==> src/rtl/uls_pkg.sv <==
package uls_pkg;

    typedef enum logic [1:0] {
        REG_RXD  = 2'd0,
        REG_TXD  = 2'd1,
        REG_STAT = 2'd2,
        REG_CTRL = 2'd3
    } reg_sel_e;

    localparam int ST_RXV = 0;
    localparam int ST_RXF = 1;
    localparam int ST_TXE = 2;
    localparam int ST_TXF = 3;
    localparam int ST_IE  = 4;
    localparam int ST_OVR = 5;
    localparam int ST_FE  = 6;
    localparam int ST_PE  = 7;

    localparam int CT_TXCLR = 0;
    localparam int CT_RXCLR = 1;
    localparam int CT_IE    = 4;

    typedef struct packed {
        logic [7:0] data;
        logic       frame_err;
        logic       parity_err;
    } rx_word_t;

    typedef struct packed {
        logic parity;
        logic framing;
        logic overrun;
    } err_flags_t;

    typedef enum logic [2:0] {
        RX_IDLE, RX_START, RX_DATA, RX_PAR, RX_STOP, RX_HOLD
    } rx_state_e;

    function automatic logic parity_of(input logic [7:0] d, input logic odd);
        return (^d) ^ odd;
    endfunction

endpackage

==> src/rtl/uls_fifo.sv <==
module uls_fifo #(
    parameter int W     = 8,
    parameter int DEPTH = 16,
    localparam int AW   = $clog2(DEPTH),
    localparam int CW   = $clog2(DEPTH + 1)
) (
    input  logic          clk,
    input  logic          rst,
    input  logic          flush,
    input  logic          push,
    input  logic [W-1:0]  wdata,
    input  logic          pop,
    output logic [W-1:0]  rdata,
    output logic          empty,
    output logic          full,
    output logic [CW-1:0] count
);
    logic [W-1:0]  mem [DEPTH];
    logic [AW-1:0] wp, rp;
    logic          do_push, do_pop;

    assign empty   = (count == '0);
    assign full    = (count == CW'(DEPTH));
    assign do_push = push & ~full;
    assign do_pop  = pop & ~empty;
    assign rdata   = mem[rp];

    function automatic logic [AW-1:0] nxt(input logic [AW-1:0] p);
        return (p == AW'(DEPTH - 1)) ? '0 : p + 1'b1;
    endfunction

    always_ff @(posedge clk) begin
        if (do_push && !flush) mem[wp] <= wdata;
    end

    always_ff @(posedge clk) begin
        if (rst || flush) begin
            wp    <= '0;
            rp    <= '0;
            count <= '0;
        end else begin
            if (do_push) wp <= nxt(wp);
            if (do_pop)  rp <= nxt(rp);
            case ({do_push, do_pop})
                2'b10:   count <= count + 1'b1;
                2'b01:   count <= count - 1'b1;
                default: count <= count;
            endcase
        end
    end

    p_no_overflow_r3: assert property (@(posedge clk) disable iff (rst)
        count <= CW'(DEPTH));
    p_drop_when_full_r3: assert property (@(posedge clk) disable iff (rst)
        (full && push && !pop && !flush) |=> full);
endmodule

==> src/rtl/uls_tx.sv <==
module uls_tx
    import uls_pkg::*;
#(
    parameter int CLK_DIV    = 16,
    parameter int PARITY_EN  = 1,
    parameter int PARITY_ODD = 0,
    localparam int NBITS     = (PARITY_EN != 0) ? 11 : 10,
    localparam int CNT_W     = $clog2(CLK_DIV)
) (
    input  logic       clk,
    input  logic       rst,
    input  logic       avail,
    input  logic [7:0] data,
    output logic       take,
    output logic       txd
);
    logic             busy;
    logic [10:0]      sh;
    logic [10:0]      frame;
    logic [CNT_W-1:0] cnt;
    logic [3:0]       idx;

    assign take = ~busy & avail;
    assign txd  = busy ? sh[0] : 1'b1;

    always_comb begin
        frame = {1'b1,
                 (PARITY_EN != 0) ? parity_of(data, PARITY_ODD != 0) : 1'b1,
                 data, 1'b0};
    end

    always_ff @(posedge clk) begin
        if (rst) begin
            busy <= 1'b0;
            sh   <= '1;
            cnt  <= '0;
            idx  <= '0;
        end else if (take) begin
            busy <= 1'b1;
            sh   <= frame;
            cnt  <= '0;
            idx  <= '0;
        end else if (busy) begin
            if (cnt == CNT_W'(CLK_DIV - 1)) begin
                cnt <= '0;
                sh  <= {1'b1, sh[10:1]};
                if (idx == 4'(NBITS - 1)) busy <= 1'b0;
                else                      idx  <= idx + 1'b1;
            end else begin
                cnt <= cnt + 1'b1;
            end
        end
    end

    p_start_bit_r2: assert property (@(posedge clk) disable iff (rst)
        take |=> !txd);
    p_stop_high_r2: assert property (@(posedge clk) disable iff (rst)
        (busy && idx == 4'(NBITS - 1)) |-> txd);
endmodule

==> src/rtl/uls_rx.sv <==
module uls_rx
    import uls_pkg::*;
#(
    parameter int CLK_DIV    = 16,
    parameter int PARITY_EN  = 1,
    parameter int PARITY_ODD = 0,
    localparam int CNT_W     = $clog2(CLK_DIV),
    localparam int HALF      = CLK_DIV / 2
) (
    input  logic     clk,
    input  logic     rst,
    input  logic     rxd,
    output logic     done,
    output rx_word_t word
);
    logic [1:0]       sy;
    logic             rxs;
    rx_state_e        st;
    logic [CNT_W-1:0] cnt;
    logic [2:0]       bitn;
    logic [7:0]       sh;
    logic             pbit;
    logic             last;

    assign rxs  = sy[1];
    assign last = (cnt == CNT_W'(CLK_DIV - 1));

    always_ff @(posedge clk) begin
        if (rst) begin
            sy   <= 2'b11;
            st   <= RX_IDLE;
            cnt  <= '0;
            bitn <= '0;
            sh   <= '0;
            pbit <= 1'b0;
            done <= 1'b0;
            word <= '0;
        end else begin
            sy   <= {sy[0], rxd};
            done <= 1'b0;
            case (st)
                RX_IDLE: if (!rxs) begin
                    st  <= RX_START;
                    cnt <= '0;
                end
                RX_START: if (cnt == CNT_W'(HALF - 1)) begin
                    cnt  <= '0;
                    bitn <= '0;
                    st   <= rxs ? RX_IDLE : RX_DATA;
                end else cnt <= cnt + 1'b1;
                RX_DATA: if (last) begin
                    cnt <= '0;
                    sh  <= {rxs, sh[7:1]};
                    if (bitn == 3'd7) st <= (PARITY_EN != 0) ? RX_PAR : RX_STOP;
                    else              bitn <= bitn + 1'b1;
                end else cnt <= cnt + 1'b1;
                RX_PAR: if (last) begin
                    cnt  <= '0;
                    pbit <= rxs;
                    st   <= RX_STOP;
                end else cnt <= cnt + 1'b1;
                RX_STOP: if (last) begin
                    cnt             <= '0;
                    st              <= rxs ? RX_IDLE : RX_HOLD;
                    done            <= 1'b1;
                    word.data       <= sh;
                    word.frame_err  <= ~rxs;
                    word.parity_err <= (PARITY_EN != 0) &&
                                       (pbit != parity_of(sh, PARITY_ODD != 0));
                end else cnt <= cnt + 1'b1;
                RX_HOLD: if (rxs) st <= RX_IDLE;
                default: st <= RX_IDLE;
            endcase
        end
    end

    p_done_pulse_r4: assert property (@(posedge clk) disable iff (rst)
        done |=> !done);
endmodule

==> src/rtl/lite_uart.sv <==
module lite_uart
    import uls_pkg::*;
#(
    parameter int CLK_DIV    = 16,
    parameter int DEPTH      = 16,
    parameter int PARITY_EN  = 1,
    parameter int PARITY_ODD = 0,
    localparam int CW        = $clog2(DEPTH + 1)
) (
    input  logic        clk,
    input  logic        rst,
    input  logic [3:0]  bus_addr,
    input  logic        bus_wr,
    input  logic [31:0] bus_wdata,
    input  logic        bus_rd,
    output logic [31:0] bus_rdata,
    input  logic        rxd,
    output logic        txd,
    output logic        irq
);
    reg_sel_e   sel;
    logic       wr_tx, wr_ctrl, rd_rx, rd_stat;
    logic       tx_flush, rx_flush;
    logic       tx_empty, tx_full, tx_take, tx_empty_q, tx_evt;
    logic [7:0] tx_head, rx_head;
    logic       rx_empty, rx_full, rx_done;
    logic [CW-1:0] tx_count, rx_count;
    rx_word_t   rx_word;
    logic       ie;
    err_flags_t err, err_set;
    logic [7:0] status;
    logic       unused_ok;

    assign sel      = reg_sel_e'(bus_addr[3:2]);
    assign wr_tx    = bus_wr & (sel == REG_TXD);
    assign wr_ctrl  = bus_wr & (sel == REG_CTRL);
    assign rd_rx    = bus_rd & (sel == REG_RXD);
    assign rd_stat  = bus_rd & (sel == REG_STAT);
    assign tx_flush = wr_ctrl & bus_wdata[CT_TXCLR];
    assign rx_flush = wr_ctrl & bus_wdata[CT_RXCLR];
    assign unused_ok = ^{bus_addr[1:0], bus_wdata[31:8], tx_count};

    uls_fifo #(.W(8), .DEPTH(DEPTH)) i_txq (
        .clk(clk), .rst(rst), .flush(tx_flush), .push(wr_tx),
        .wdata(bus_wdata[7:0]), .pop(tx_take), .rdata(tx_head),
        .empty(tx_empty), .full(tx_full), .count(tx_count));

    uls_tx #(.CLK_DIV(CLK_DIV), .PARITY_EN(PARITY_EN), .PARITY_ODD(PARITY_ODD)) i_tx (
        .clk(clk), .rst(rst), .avail(~tx_empty), .data(tx_head),
        .take(tx_take), .txd(txd));

    uls_rx #(.CLK_DIV(CLK_DIV), .PARITY_EN(PARITY_EN), .PARITY_ODD(PARITY_ODD)) i_rx (
        .clk(clk), .rst(rst), .rxd(rxd), .done(rx_done), .word(rx_word));

    uls_fifo #(.W(8), .DEPTH(DEPTH)) i_rxq (
        .clk(clk), .rst(rst), .flush(rx_flush), .push(rx_done),
        .wdata(rx_word.data), .pop(rd_rx), .rdata(rx_head),
        .empty(rx_empty), .full(rx_full), .count(rx_count));

    always_comb begin
        err_set.overrun = rx_done & rx_full;
        err_set.framing = rx_done & rx_word.frame_err;
        err_set.parity  = rx_done & rx_word.parity_err;
    end

    always_ff @(posedge clk) begin
        if (rst) begin
            ie         <= 1'b0;
            err        <= '0;
            tx_empty_q <= 1'b1;
        end else begin
            if (wr_ctrl) ie <= bus_wdata[CT_IE];
            err        <= err_flags_t'((rd_stat ? 3'b000 : err) | err_set);
            tx_empty_q <= tx_empty;
        end
    end

    assign tx_evt = tx_empty & ~tx_empty_q;
    assign irq    = ie & (~rx_empty | tx_evt);

    always_comb begin
        status         = '0;
        status[ST_RXV] = ~rx_empty;
        status[ST_RXF] = rx_full;
        status[ST_TXE] = tx_empty;
        status[ST_TXF] = tx_full;
        status[ST_IE]  = ie;
        status[ST_OVR] = err.overrun;
        status[ST_FE]  = err.framing;
        status[ST_PE]  = err.parity;
    end

    always_comb begin
        bus_rdata = '0;
        case (sel)
            REG_RXD:  if (!rx_empty) bus_rdata[7:0] = rx_head;
            REG_STAT: bus_rdata[7:0] = status;
            default:  bus_rdata = '0;
        endcase
    end

    p_err_clear_r8: assert property (@(posedge clk) disable iff (rst)
        (rd_stat && !rx_done) |=> (err == '0));
    p_sticky_ovr_r6: assert property (@(posedge clk) disable iff (rst)
        (err.overrun && !rd_stat) |=> err.overrun);
    p_rx_pop_r4: assert property (@(posedge clk) disable iff (rst)
        (rd_rx && !rx_empty && !rx_done && !rx_flush) |=> rx_count == $past(rx_count) - 1'b1);
    p_ie_ctrl_r10: assert property (@(posedge clk) disable iff (rst)
        wr_ctrl |=> ie == $past(bus_wdata[CT_IE]));
    p_tx_evt_single_r12: assert property (@(posedge clk) disable iff (rst)
        tx_evt |=> !tx_evt);
endmodule

==> config.mk <==
export PLATFORM = sky130hd
export DESIGN_NAME = lite_uart
export DESIGN_NICKNAME = d
export VERILOG_FILES = /design/src/rtl/uls_pkg.sv /design/src/rtl/uls_fifo.sv /design/src/rtl/uls_tx.sv /design/src/rtl/uls_rx.sv /design/src/rtl/lite_uart.sv
export SDC_FILE = /design/constraint.sdc
export NUM_CORES = 1
export LEC_CHECK = 0
export ABC_AREA = 1
export BUFFER_PORTS_ARGS = -buffer_cell sky130_fd_sc_hd__buf_4
export CAP_MARGIN = 20
export CELL_PAD_IN_SITES_DETAIL_PLACEMENT = 0
export CELL_PAD_IN_SITES_GLOBAL_PLACEMENT = 1
export CORE_MARGIN = 2
export CORE_UTILIZATION = 46
export DETAILED_ROUTE_END_ITERATION = 7
export GPL_ROUTABILITY_DRIVEN = 0
export PLACE_DENSITY_LB_ADDON = 0.1
export SKIP_CTS_REPAIR_TIMING = 1
export SYNTH_ARGS = -nofsm -noshare
export SYNTH_HDL_FRONTEND = slang
export SYNTH_SLANG_ARGS = --single-unit
==> constraint.sdc <==
create_clock -name clk -period 4.78 [get_ports clk]
set_input_delay 0.478 -clock clk [delete_from_list [all_inputs] [get_ports clk]]
set_output_delay 0.478 -clock clk [all_outputs]
set_load 0.05 [all_outputs]
==> results.py <==
metrics = {
    "clocking": {
        "cts-root-buf": "clkbuf_16",
        "insertion_delay_ns": 0.52,
        "cts_buffers": 38,
        "cts_tree": "built",
        "clkTransAtPathRegs_ns": 0.06,
        "htreeDepth": 2,
        "cts.sinks": 346,
        "clockBufferDepth": 3,
    },
    "logic_synthesis": {
        "synth.avg_cell_area_um2": 10.2,
        "netlist_instances": 1486,
        "yosysSeqAreaShare_pct": 62.7,
        "yosysWarnings": 0,
        "synth.distinct_cells": 46,
        "ys_seq_elements": 346,
        "synthTopCellsByArea": "edfxtp_1 (51%), dfxtp_1 (12%), nand2_1 (7.3%), inv_1 (4.0%), nor2_1 (3.8%)",
        "synth_edf_count": 256,
        "synth.cell_area_um2": 15100,
        "ys_top_cells_by_count": "nand2_1 (296), edfxtp_1 (256), inv_1 (162)",
        "post-synth-top-count-cell": "nand2_1",
        "ys.flop_type": "edfxtp_1",
        "synth.top_cell.area_share_pct": 50.8,
        "async_flop_share_pct": 0,
        "yosys.area.top_type": "edfxtp_1",
    },
    "pwr": {
        "cellLeakagePower_uw": 0.00647,
        "cellPowerDensity_nw_per_um2": 479,
        "max-vdd-ir-drop_v": 0.000310,
    },
    "finish": {
        "regArea_um2": 9490,
        "drive_gt1_share_pct": 7.39,
        "diodes": 0,
        "multiInputGateArea_um2": 4600,
        "final_cells": 1972,
        "nNetsFinal": 1565,
        "fillers": 2986,
        "syn_to_final_growth_pct": 11.0,
    },
    "timing": {
        "maxSlewHeadroom_pct": 30.9,
        "max_freq_ghz": 0.289,
        "hold_viol": 0,
        "period_minus_slack_ns": 3.46,
        "period_share_pct": 72.5,
        "tns_ns": 0,
        "tightest_slew_ns": 1.03,
        "whs_ns": 0.152,
        "setup_viol": 0,
        "rsz0062_at_grt": "no",
        "fin_skew_ns": 0.0191,
        "slew_viol_final": 0,
    },
    "floorplan": {
        "start_util_pct": 46.6,
        "dieArea_um2": 34400,
        "die_y_um": 185,
        "fp-row-count": 66,
        "pin_count": 75,
        "fp.dieW_um": 185,
        "core_area_um2": 32500,
    },
    "setup_path": {
        "crit_type": "flip-flop to output port",
        "crit_arrival_ns": 2.99,
        "rr_startpoint": "i_txq.count[0]",
        "r2r_cells": 15,
        "timing.rr.end": "i_txq.count[4]",
        "r2r_slack_ns": 1.54,
        "endpoint_kind": "output port",
        "critPathMaxFanout": 53,
        "required_ns": 4.30,
        "start_kind": "flip-flop",
    },
    "run_status": {
        "status": "finished, final reports clean",
    },
    "routing": {
        "drt_pass1_iterations": 5,
        "drc": 0,
        "drtIter0Drc": 790,
        "antenna_left": 0,
        "vias_per_cell": 5.04,
        "wirelength_um": 33500,
        "wl_per_cell_um": 17.0,
        "vias": 9931,
    },
    "placement": {
        "hpwl_um": 21000,
        "dp_cells": 1903,
        "io_buffers": 24,
    },
    "worst_hold_path": {
        "hold_depth": 2,
        "hold_end": "i_rx.sy[0]",
        "worst_hold_startpoint": "rxd",
        "hold_class": "input port to flip-flop",
    },
    "grt": {
        "grt_usage_pct": 19.9,
        "antenna_found_initial": 0,
        "grt-ovfl-total": 0,
        "grt_pass1_vias": 9295,
        "grt_pass1_wl_um": 52300,
        "grt_max_degree": 69,
    },
    "job": {
        "maxCapViolCount": 0,
    },
}
-- report_power, final --
group	internal [µW]	switching [µW]
clock network	1780	1150
logic	511	1220
registers	3310	72.9
total	5600	2440
-- registers in the layout, indices dropped and copies added, names as in the netlist, 2 cells and up, named ones only --
name         flops
i_txq.mem      128
i_rxq.count      5
i_rxq.mem      128
i_txq.count      5
i_tx.idx         4
i_rx.bitn        3
i_rxq.wp         4
i_rx.st          3
i_rx.sy          2
i_rx.sh          8
i_tx.cnt         4
i_rx.word       10
i_rxq.rp         4
i_rx.cnt         4
i_txq.rp         4
i_tx.sh         10
i_txq.wp         4
err              3
-- routing by layer --
layer,GRT usage [%],up-vias,routed length (µm)
met2,30.1,196,14700
met5,0,-,0
met1,30.2,4686,16800
met3,3.17,40,1620
met4,3.97,0,465
li1,-,5009,-
-- kinds of logic after synthesis --
kind of cell / share of synthesized area, %
XOR/XNOR: 1.56
flip-flops: 62.7
adder cells (fa/ha/maj): 1.90
multiplexers: 2.12
buffers and inverters: 7.56
AND/OR/NAND/NOR: 15.6
AO/OA/AOI/OAI: 8.58
other: 0.0248
-- metrics by stage --
step                      power, µW  util, %  setup WS (ns)  instance area [µm²]
final                          8050     51.8           1.32                16800
after global routing           8490     51.8           1.11                16800
after CTS                      8120     51.8           1.31                16800
after detailed placement       5180     47.9           1.55                15500
after global placement         5160     47.9           1.60                15500
after floorplan                4830        -           2.19                15200
-- critical path, stage by stage (launching register included) --
cell and delay (ns):
dfxtp_4 0.68, buf_12 0.33, a21oi_1 0.10, o21ai_0 0.10, o21ai_0 0.11, o21ai_0 0.48, o22ai_1 0.25, nand2_1 0.10
o21ai_0 0.09, buf_4 0.20
-- worst max-delay path by stage --
stage / from / to / slack (ns)
2_1_floorplan: i_txq.count[0] / i_txq.count[4] / 2.19
3_3_place_gp: i_txq.count[0] / i_txq.count[4] / 1.60
3_5_place_dp: i_txq.count[0] / i_txq.count[4] / 1.55
4_1_cts: flip-flop / bus_rdata[4] / 1.31
5_1_grt: i_txq.count[0] / i_txq.count[4] / 1.11
6_report: flip-flop / bus_rdata[4] / 1.32
-- layout by cell type, fill, tap and decap left out, types with 23 or more instances in the layout --
cell type,n
mux2i_1,32
edfxtp_1,256
clkbuf_16,41
ha_1,23
nor2_1,153
nand2_1,296
o21ai_0,112
nand3_1,95
inv_1,162
dfxtp_1,88
buf_4,32
a21oi_1,71
conb_1,24
-- layout make-up --
class | count | area share (%)
Sequential cell | 346 | 56.5
Multi-Input combinational cell | 916 | 27.4
Tap cell | 442 | 3.29
Clock buffer | 52 | 6.59
Timing Repair Buffer | 33 | 1.55
Inverter | 166 | 3.72
Clock inverter | 17 | 0.939
Note: power is estimated with default switching activity, not from simulation.
